`src/rtl/clksync_pkg.sv`:
```
`timescale 1ns/1ps
package clksync_pkg;
  typedef enum logic [1:0] {
    MODE_FREE    = 2'd0,
    MODE_LOCKING = 2'd1,
    MODE_LOCKED  = 2'd2,
    MODE_HOLD    = 2'd3
  } mode_e;
endpackage

```
`src/rtl/clksync_rst_sync.sv`:
```
`timescale 1ns/1ps
module clksync_rst_sync (
  input  logic clk,
  input  logic rst_n,
  output logic rst_core_n
);
  logic stage1_q;
  logic stage2_q;

  always_ff @(posedge clk or negedge rst_n) begin
    if (!rst_n) begin
      stage1_q <= 1'b0;
      stage2_q <= 1'b0;
    end else begin
      stage1_q <= 1'b1;
      stage2_q <= stage1_q;
    end
  end

  assign rst_core_n = stage2_q;
endmodule

```
`src/rtl/clksync_ref_pick.sv`:
```
`timescale 1ns/1ps
module clksync_ref_pick #(
  parameter int NUM_REFS = 4,
  parameter int IDX_W    = (NUM_REFS > 1) ? $clog2(NUM_REFS) : 1
) (
  input  logic [NUM_REFS-1:0] ref_valid,
  input  logic                man_en,
  input  logic [IDX_W-1:0]    man_idx,
  output logic [IDX_W-1:0]    cand_idx,
  output logic                cand_ok
);
  logic [IDX_W-1:0] pri_idx;
  logic             pri_ok;
  logic             man_ok;

  // Lowest index wins: scan from the top so the last hit is the smallest.
  always_comb begin
    pri_idx = '0;
    for (int i = NUM_REFS - 1; i >= 0; i--) begin
      if (ref_valid[i]) pri_idx = IDX_W'(i);
    end
    pri_ok = |ref_valid;
  end

  always_comb begin
    man_ok = 1'b0;
    for (int i = 0; i < NUM_REFS; i++) begin
      if (man_idx == IDX_W'(i)) man_ok = ref_valid[i];
    end
  end

  assign cand_idx = man_en ? man_idx : pri_idx;
  assign cand_ok  = man_en ? man_ok  : pri_ok;
endmodule

```
`src/rtl/clksync_mode_fsm.sv`:
```
`timescale 1ns/1ps
module clksync_mode_fsm
  import clksync_pkg::*;
#(
  parameter int NUM_REFS = 4,
  parameter int IDX_W    = (NUM_REFS > 1) ? $clog2(NUM_REFS) : 1
) (
  input  logic                clk,
  input  logic                rst_n,
  input  logic [NUM_REFS-1:0] ref_valid,
  input  logic [IDX_W-1:0]    cand_idx,
  input  logic                cand_ok,
  input  logic                freq_lock,
  input  logic                hist_avail,
  input  logic                revertive_en,
  input  logic                man_en,
  input  logic                force_free,
  input  logic                force_hold,
  output mode_e               mode_q,
  output logic [IDX_W-1:0]    sel_q,
  output logic                sync_q
);
  mode_e            mode_d;
  logic [IDX_W-1:0] sel_d;
  logic             sel_en;
  logic             sync_d;
  logic             act_ok;
  logic             want_switch;
  mode_e            lost_mode;

  always_comb begin
    act_ok = 1'b0;
    for (int i = 0; i < NUM_REFS; i++) begin
      if (sel_q == IDX_W'(i)) act_ok = ref_valid[i];
    end
  end

  assign lost_mode   = hist_avail ? MODE_HOLD : MODE_FREE;
  assign want_switch = cand_ok && (cand_idx != sel_q) &&
                       (man_en || (revertive_en && (cand_idx < sel_q)));

  always_comb begin
    mode_d = mode_q;
    sel_d  = cand_idx;
    sel_en = 1'b0;
    if (force_free) begin
      mode_d = MODE_FREE;
    end else if (force_hold) begin
      mode_d = lost_mode;
    end else begin
      unique case (mode_q)
        MODE_FREE, MODE_HOLD: begin
          if (cand_ok) begin
            mode_d = MODE_LOCKING;
            sel_en = 1'b1;
          end
        end
        MODE_LOCKING: begin
          if (!cand_ok) begin
            mode_d = lost_mode;
          end else begin
            sel_en = 1'b1;
            if (freq_lock && (cand_idx == sel_q)) mode_d = MODE_LOCKED;
          end
        end
        MODE_LOCKED: begin
          if (want_switch || !act_ok) begin
            if (cand_ok) begin
              mode_d = MODE_LOCKING;
              sel_en = 1'b1;
            end else begin
              mode_d = lost_mode;
            end
          end
        end
        default: mode_d = MODE_FREE;
      endcase
    end
    sync_d = (mode_d == MODE_LOCKED);
  end

  always_ff @(posedge clk or negedge rst_n) begin
    if (!rst_n) begin
      mode_q <= MODE_FREE;
      sync_q <= 1'b0;
    end else begin
      mode_q <= mode_d;
      sync_q <= sync_d;
    end
  end

  always_ff @(posedge clk or negedge rst_n) begin
    if (!rst_n) begin
      sel_q <= '0;
    end else if (sel_en) begin
      sel_q <= sel_d;
    end
  end
endmodule

```
`src/rtl/clksync_freq_out.sv`:
```
`timescale 1ns/1ps
module clksync_freq_out
  import clksync_pkg::*;
#(
  parameter int CAL_W  = 11,
  parameter int FREQ_W = 24
) (
  input  logic              clk,
  input  logic              rst_n,
  input  mode_e             mode_q,
  input  logic [CAL_W-1:0]  cal_word,
  input  logic [FREQ_W-1:0] loop_freq,
  output logic [FREQ_W-1:0] freq_corr
);
  localparam int EXT_W = FREQ_W - CAL_W;

  logic [FREQ_W-1:0] hold_word_q;
  logic              hold_cap_en;
  logic [FREQ_W-1:0] cal_ext;

  generate
    if (EXT_W > 0) begin : g_ext
      assign cal_ext = {{EXT_W{cal_word[CAL_W-1]}}, cal_word};
    end else begin : g_trunc
      assign cal_ext = cal_word[FREQ_W-1:0];
    end
  endgenerate

  assign hold_cap_en = (mode_q == MODE_LOCKED);

  always_ff @(posedge clk or negedge rst_n) begin
    if (!rst_n) begin
      hold_word_q <= '0;
    end else if (hold_cap_en) begin
      hold_word_q <= loop_freq;
    end
  end

  always_comb begin
    unique case (mode_q)
      MODE_FREE: freq_corr = cal_ext;
      MODE_HOLD: freq_corr = hold_word_q;
      default:   freq_corr = loop_freq;
    endcase
  end
endmodule

```
`src/rtl/clksync_mode_ctrl.sv`:
```
`timescale 1ns/1ps
module clksync_mode_ctrl
  import clksync_pkg::*;
#(
  parameter int NUM_REFS = 4,
  parameter int CAL_W    = 11,
  parameter int FREQ_W   = 24,
  parameter int IDX_W    = (NUM_REFS > 1) ? $clog2(NUM_REFS) : 1
) (
  input  logic                clk,
  input  logic                rst_n,
  input  logic [NUM_REFS-1:0] ref_valid,
  input  logic                freq_lock,
  input  logic                hist_avail,
  input  logic                revertive_en,
  input  logic                force_free,
  input  logic                force_hold,
  input  logic                man_sel_en,
  input  logic [IDX_W-1:0]    man_sel_idx,
  input  logic [CAL_W-1:0]    cal_word,
  input  logic [FREQ_W-1:0]   loop_freq,
  output logic [1:0]          mode_o,
  output logic [IDX_W-1:0]    sel_idx_o,
  output logic                sync_o,
  output logic [FREQ_W-1:0]   freq_corr_o
);
  logic             rst_core_n;
  logic [IDX_W-1:0] cand_idx;
  logic             cand_ok;
  mode_e            mode_q;

  clksync_rst_sync u_rst (
    .clk        (clk),
    .rst_n      (rst_n),
    .rst_core_n (rst_core_n)
  );

  clksync_ref_pick #(.NUM_REFS(NUM_REFS), .IDX_W(IDX_W)) u_pick (
    .ref_valid (ref_valid),
    .man_en    (man_sel_en),
    .man_idx   (man_sel_idx),
    .cand_idx  (cand_idx),
    .cand_ok   (cand_ok)
  );

  clksync_mode_fsm #(.NUM_REFS(NUM_REFS), .IDX_W(IDX_W)) u_fsm (
    .clk          (clk),
    .rst_n        (rst_core_n),
    .ref_valid    (ref_valid),
    .cand_idx     (cand_idx),
    .cand_ok      (cand_ok),
    .freq_lock    (freq_lock),
    .hist_avail   (hist_avail),
    .revertive_en (revertive_en),
    .man_en       (man_sel_en),
    .force_free   (force_free),
    .force_hold   (force_hold),
    .mode_q       (mode_q),
    .sel_q        (sel_idx_o),
    .sync_q       (sync_o)
  );

  clksync_freq_out #(.CAL_W(CAL_W), .FREQ_W(FREQ_W)) u_freq (
    .clk       (clk),
    .rst_n     (rst_core_n),
    .mode_q    (mode_q),
    .cal_word  (cal_word),
    .loop_freq (loop_freq),
    .freq_corr (freq_corr_o)
  );

  assign mode_o = mode_q;
endmodule

```
`config.mk`:
```
export PLATFORM = sky130hd
export DESIGN_NAME = clksync_mode_ctrl
export DESIGN_NICKNAME = d
export VERILOG_FILES = /design/src/rtl/clksync_pkg.sv /design/src/rtl/clksync_rst_sync.sv /design/src/rtl/clksync_ref_pick.sv /design/src/rtl/clksync_mode_fsm.sv /design/src/rtl/clksync_freq_out.sv /design/src/rtl/clksync_mode_ctrl.sv
export SDC_FILE = /design/constraint.sdc
export NUM_CORES = 1
export LEC_CHECK = 0
export ABC_AREA = 0
export BUFFER_PORTS_ARGS = -buffer_cell sky130_fd_sc_hd__buf_2
export CAP_MARGIN = 20
export CORE_ASPECT_RATIO = 0.7
export CORE_UTILIZATION = 49
export DETAILED_ROUTE_END_ITERATION = 8
export GPL_TIMING_DRIVEN = 0
export PLACE_DENSITY = 0.87
export REMOVE_ABC_BUFFERS = 1
export SLEW_MARGIN = 25
export SYNTH_ARGS = -nofsm -noshare
export SYNTH_HDL_FRONTEND = slang
export SYNTH_SLANG_ARGS = --single-unit
export TNS_END_PERCENT = 30
```
`constraint.sdc`:
```
create_clock -name clk -period 2 [get_ports clk]
set_input_delay 0.2 -clock clk [delete_from_list [all_inputs] [get_ports clk]]
set_output_delay 0.2 -clock clk [all_outputs]
set_load 0.01 [all_outputs]
```
=== Word-level counts from Yosys, hierarchy flattened ===
Index checks and enable logic that the tools add are counted.

* Equal/unequal tests: 12
* Shift operators: 0
* Order comparisons: 1
* Multipliers: 0
* Div/mod/pow operators: 0
* Reduce and logical (&&, ||, !) cells: 13
* Multiplexer cells: 29
* Add/sub/neg operators: 0
* Bitwise operators: 0

{| class="wikitable"
|+ Operator list
! operator !! number
|-
| one-hot mux 24 bit (2 select lines) || 1
|-
| 2-to-1 mux 2 bit || 13
|-
| equality test 2 bit, second input constant || 7
|-
| 2-to-1 mux 1 bit || 13
|-
| equality test 2 x 1 -> 1 bit, second input constant || 3
|-
| logical NOT 2 bit || 3
|-
| one-hot mux 2 bit (3 select lines) || 1
|-
| logical AND 1 bit || 4
|-
| OR reduction 4 bit || 1
|-
| OR reduction 3 bit || 1
|-
| equality test 2 bit || 1
|-
| logical OR 1 bit || 2
|-
| < comparator 2 bit || 1
|-
| inequality test 2 bit || 1
|-
| one-hot mux 1 bit (2 select lines) || 1
|-
| OR reduction 2 bit || 1
|-
| logical NOT 1 bit || 1
|}

* Output and inout port bits: 29
* Bits in read-only memories: 0
* Word-level logic and storage cells: 61
* Bits in registers: 31
* Memories kept: 0
* Memory bits (writable): 0
* Bits of input ports: 49
* Bits in latches: 0

=== Depth between registers and ports, before layout ===
* Word-level depth: 15
* Gate-level depth with buffers: 9

=== Modules after synthesis ===
From an unflattened synthesis, not the netlist that was laid out.

* Cells, all modules: 197
* Area, all modules: 2053.2 um^2

{| class="wikitable"
|+ Modules (own cells, without submodules)
! module !! instances !! area each (um^2) !! cells an instance
|-
| clksync_freq_out || 1 || 1493.9 || 138
|-
| clksync_mode_fsm || 1 || 429.2 || 44
|-
| clksync_ref_pick || 1 || 76.3 || 12
|-
| clksync_rst_sync || 1 || 53.8 || 3
|}

=== Worst setup path after synthesis ===
Ideal clock, no wire load.

* Kind: in2reg
* Start point: input port ref_valid[1]
* End point: register u_fsm.sel_q[1]
* Required time: 1875 ps
* Buffers on the path: 0
* Setup time: 125 ps
* Arrival: 2195 ps
* Stages: 8
* Setup slack: -320 ps
* Cell sequence: or3_4 > o21ai_0 > ha_1 > nand2b_1 > a31o_2 > a41oi_4 > a2111oi_4 > mux2_4

* Cells in the longest elaborated chain, start to end: 12
* Elaborated cells between the ends (all ways): 24
* Those cells by class: order compare (1); eq/ne (1); mux (15); reduce/logical (7)

{| class="wikitable"
|+ Ends and longest elaborated chain
! item !! line !! RTL
|-
| start, declared || clksync_mode_ctrl.sv:12 || <nowiki>input logic [NUM_REFS-1:0] ref_valid,</nowiki>
|-
| 2-to-1 mux 2 bit (*) (2 in a row) || clksync_ref_pick.sv:20 || <nowiki>if (ref_valid[i]) pri_idx = IDX_W'(i);</nowiki>
|-
| 2-to-1 mux 2 bit (*) || clksync_ref_pick.sv:32 || <nowiki>assign cand_idx = man_en ? man_idx : pri_idx;</nowiki>
|-
| named net cand_idx[1] || clksync_mode_ctrl.sv:28 || <nowiki>logic [IDX_W-1:0] cand_idx;</nowiki>
|-
| < comparator 2 bit || clksync_mode_fsm.sv:40 || <nowiki>(man_en || (revertive_en && (cand_idx < sel_q)));</nowiki>
|-
| logical AND 1 bit || clksync_mode_fsm.sv:40 ||
|-
| logical OR 1 bit || clksync_mode_fsm.sv:40 ||
|-
| logical AND 1 bit || clksync_mode_fsm.sv:39 || <nowiki>assign want_switch = cand_ok && (cand_idx != sel_q) &&</nowiki>
|-
| logical OR 1 bit || clksync_mode_fsm.sv:67 || <nowiki>if (want_switch || !act_ok) begin</nowiki>
|-
| 2-to-1 mux 1 bit || clksync_mode_fsm.sv:67 ||
|-
| one-hot mux 1 bit (2 select lines) || clksync_mode_fsm.sv:51 || <nowiki>unique case (mode_q)</nowiki>
|-
| 2-to-1 mux 1 bit || clksync_mode_fsm.sv:48 || <nowiki>end else if (force_hold) begin</nowiki>
|-
| 2-to-1 mux 1 bit || clksync_mode_fsm.sv:46 || <nowiki>if (force_free) begin</nowiki>
|-
| end signal, assigned || clksync_mode_fsm.sv:96 || <nowiki>sel_q <= sel_d;</nowiki>
|-
| end, declared || clksync_mode_fsm.sv:20 || <nowiki>output logic [IDX_W-1:0] sel_q,</nowiki>
|}

Mark *: on every way through the listed nets, which the timed path passes. The rest lies on a longest branch.
A chain may end at the register's enable or synchronous reset.

=== Worst setup path after layout ===
* Start point: input port ref_valid[0]
* End point: register u_fsm.sel_q[1]

* Elaborated cells between the ends (all ways): 25
* Those cells by class: order compare (1); eq/ne (1); mux (16); reduce/logical (7)

{| class="wikitable"
|+ RTL lines
! item !! line
|-
| 2-to-1 mux 2 bit (*) || clksync_ref_pick.sv:20
|-
| 2-to-1 mux 2 bit (*) || clksync_ref_pick.sv:32
|-
| named net cand_idx[1] || clksync_mode_ctrl.sv:28
|-
| < comparator 2 bit || clksync_mode_fsm.sv:40
|-
| logical AND 1 bit || clksync_mode_fsm.sv:40
|-
| logical OR 1 bit || clksync_mode_fsm.sv:40
|-
| logical AND 1 bit || clksync_mode_fsm.sv:39
|-
| logical OR 1 bit || clksync_mode_fsm.sv:67
|-
| 2-to-1 mux 1 bit || clksync_mode_fsm.sv:67
|-
| one-hot mux 1 bit (2 select lines) || clksync_mode_fsm.sv:51
|-
| 2-to-1 mux 1 bit || clksync_mode_fsm.sv:48
|-
| 2-to-1 mux 1 bit || clksync_mode_fsm.sv:46
|}

Marks and branches as above.

==> run_results.csv <==
group,metric,value,unit
floorplanning,effective_utilization_at_floorplan,53.3,%
outcome,violations,"setup timing",
floorplanning,die_w,77.6,um
synth,synth_edf_count,0,
critical_path,timing.critical_path.depth,9,
synth,synthesis.area,0.00196,mm2
clock_network,clk_root_buffer_cell,"sky130_fd_sc_hd__clkbuf_8",
placement,globalplace.congestion,0.907,
clock_network,ctsLongestPathBuffers,2,
synth,postSynthRegisterBits,31,
synth,synth-seq-area-share,39.6,%
final_layout,post_layout_nonfiller_instances,335,
sta,min_period_over_period,107,%
critical_path,type_of_origin_of_the_critical_path,"input port",
sta,worst_clock_skew,0.00422,ns
synth,synthDistinctLibCells,39,
synth,synth_top_cell_by_area,"sky130_fd_sc_hd__dfrtp_1",
routing,detailed_route_wire_length_per_cell,14.6,um
synth,ys_dominant_reg_cell,"sky130_fd_sc_hd__dfrtp_1",
sta,max_slew.worst_pin.slew,0.614,ns
final_layout,fillers,269,
floorplanning,ioPinCount,78,
clock_network,cts_max_level,2,
critical_path,crit_path_max_incr_delay,0.44,ns
sta,final_hold_viol_count,0,
sta,finalWorstSetupSlack,-0.142,ns
critical_path,critical_path.max_fanout,4,
critical_path,worst_path_dominant_cell_family,"compound AO/OA/AOI/OAI gates",
final_layout,layout-drive-gt1-share,47.0,%
synth,synthDominantCellAreaShare,39.6,%
critical_path,end_kind,"register",
placement,io_buffer_count,77,
critical_path,r2r_cells,5,
clock_network,insertion_delay,0.28,ns
critical_path,cp_cell_sequence,"buf_8 > or3_4 > o21ai_4 > ha_4 > nand2b_4 > a31o_4 > a41oi_4 > a2111oi_4 > mux2_4",
outcome,run_status,"finished with violations",
routing,vias_per_cell,5.45,
min_path,class_of_the_worst_hold_path,"in2reg",
sta,drv_slew,0,
placement,place_inst,318,
sta,slew_headroom,59.1,%
sta,min_period,2.14,ns
sta,report.final.setup_viol,2,
critical_path,slowest_stage,"sky130_fd_sc_hd__a2111oi_4",
synth,syn_area_per_cell,9.65,um2
routing,totalWireLength,4.89,mm
global_route,grt_first_pass_wirelength,7.31,mm
synth,synthTopCellsByArea,"sky130_fd_sc_hd__dfrtp_1 40%, sky130_fd_sc_hd__mux2_2 14%, sky130_fd_sc_hd__a21oi_1 7.7%",
clock_network,tritoncts,"built",
critical_path,critPathBufInv,1,
sta,fmaxAchievable,467,MHz
clock_network,cts_inserted_buffers,5,
job,maxCapViolCount,0,
floorplanning,rows,18,
final_layout,layout-area-overhead-vs-synth,34.2,%
final_layout,diodes,0,
synth,async_reset_ff_share,100,%
floorplanning,die_area,0.00426,mm2
global_route,grt.total_usage,23.0,%
power_and_ir_drop,power-per-cell-area,1020,mW/mm2
global_route,grt_overflow,0,
routing,dr_iter_0_viols,184,
final_layout,nNetsFinal,339,
sta,setup_total_negative_slack,-0.148,ns
critical_path,cp.required,2.16,ns
floorplanning,coreArea,0.00367,mm2
power_and_ir_drop,p_leak,1.26,nW
floorplanning,chipHeight,54.9,um
synth,yosysMostFrequentCell,"sky130_fd_sc_hd__dfrtp_1",
critical_path,critical_path_arrival,2.30,ns
synth,post_synth_most_frequent_cells,"31 x sky130_fd_sc_hd__dfrtp_1, 30 x sky130_fd_sc_hd__a21oi_1, 24 x sky130_fd_sc_hd__mux2_2",
routing,detailroute.via_count,1827,
global_route,antenna_found_initial,0,
global_route,first_global_vias,1546,
clock_network,clk_pin_slew,0.06,ns
synth,yosys_warnings,0,
synth,synthesized_instance_count,203,
routing,dr.pass1.iters,4,
critical_path,worstSetupPathType,"in2reg",
clock_network,cts.sinks,31,
sta,grt_setup_unrepaired,"yes",
routing,ant_nets,0,
power_and_ir_drop,irDropWorstVdd,521,uV
placement,detailed_placement_hpwl,3.22,mm
min_path,whs_path_depth,2,
global_route,grt_max_degree,30,
routing,detail_route.drc_violations,0,
## cells in the final DEF (no fill, tap or decap), drive strengths merged, types with 2 or more instances in the layout
cell	Yosys	routed
a22oi	10	10
nand3	2	2
a21oi	30	30
mux2	27	27
buf	3	85
o211ai	2	2
a21o	3	3
ha	6	6
nand2b	3	3
inv	22	22
or3	2	2
a31o	2	2
o21ai	13	13
nand2	16	16
dfrtp	31	31
clkbuf	9	8
o31a	2	2
nor2	3	3
a41oi	2	2
a31oi	2	2
## worst register-to-register path: stages, from the launching register on
cell and delay [ns]:
sky130_fd_sc_hd__dfrtp_1 0.41, sky130_fd_sc_hd__mux4_2 0.57, sky130_fd_sc_hd__clkinv_1 0.10, sky130_fd_sc_hd__a41oi_4 0.05, sky130_fd_sc_hd__a2111oi_4 0.45, sky130_fd_sc_hd__mux2_4 0.33
## logic make-up after synthesis
kind of cell,count (synthesis),share of synthesized area (%)
fa+ha+maj,6,3.83
compound gates,73,25.0
flops,31,39.6
mux,29,17.4
other cells,1,0.192
simple gates,28,6.71
buf+inv,35,7.28
## state kept, by name, indices dropped and copies added, names as in the netlist
signal and count:
u_fsm.sel_q 2, u_freq.hold_word_q 24, u_rst.stage1_q 1, u_fsm.mode_q 2, u_rst.rst_core_n 1, u_fsm.sync_q 1
## power breakdown
part,total (mW),leakage [nW],switching [mW],internal (mW)
registers,1.00,0.368,0.147,0.855
clock network,0.527,0.0515,0.214,0.314
logic,1.15,0.844,0.570,0.582
## final timing paths
path | slack, ns | from | endpoint
hold reg to reg | 0.28 | u_rst.rst_core_n | u_freq.hold_word_q[20]
hold / removal | 0.17 | loop_freq[11] | u_freq.hold_word_q[11]
min in group asynchronous | 0.24 | rst_n | u_rst.stage1_q
setup / recovery | -0.14 | ref_valid[0] | u_fsm.sel_q[1]
max in group asynchronous | 1.28 | u_rst.rst_core_n | u_fsm.mode_q[1]
setup reg to reg | -0.02 | u_fsm.sel_q[0] | u_fsm.sel_q[1]
## cell type report
class | instances | area (um2) | share of cell area, %
multi-input combinational | 137 | 1120 | 42.8
sequential | 31 | 778 | 29.6
timing repair buffer | 86 | 475 | 18.1
clock buffer | 8 | 100 | 3.81
inverter | 23 | 86.3 | 3.29
tap | 50 | 62.6 | 2.38
## metal layers
metal  GRT usage (%)  up-vias  part of all wire, %
met1            32.2      876                   47
li1                -      883                    -
met3            5.41        5                  4.8
met5               0        -                    0
met2            35.8       63                   47
met4            7.55        0                 0.96
## stage by stage
stage	setup slack (ns)	area (um2)	utilization [%]	total power [mW]	hold WS, ns
after detailed placement	-0.637	2350	64.1	2.01	-0.00826
after floorplan	-0.324	1900	-	1.65	-0.0956
final	-0.142	2630	71.6	2.68	0.168
after global placement	-0.636	2350	64.0	1.98	-0.00875
after global routing	-0.178	2630	71.6	2.86	0.162
after CTS	-0.0835	2540	69.2	2.63	0.163
## what timing repair did
| item | in CTS | in global routing |
|---|---|---|
| setup endpoints to repair | 29 | 28 |
| endpoints found under the hold margin | 2 | 0 |
| hold buffers | 1 | 0 |
| buffers inserted | 2 | 6 |
| pin swaps | 2 | 7 |
| gates resized for setup | 11 | 9 |
No activity file was read; power rests on OpenSTA's default activity.
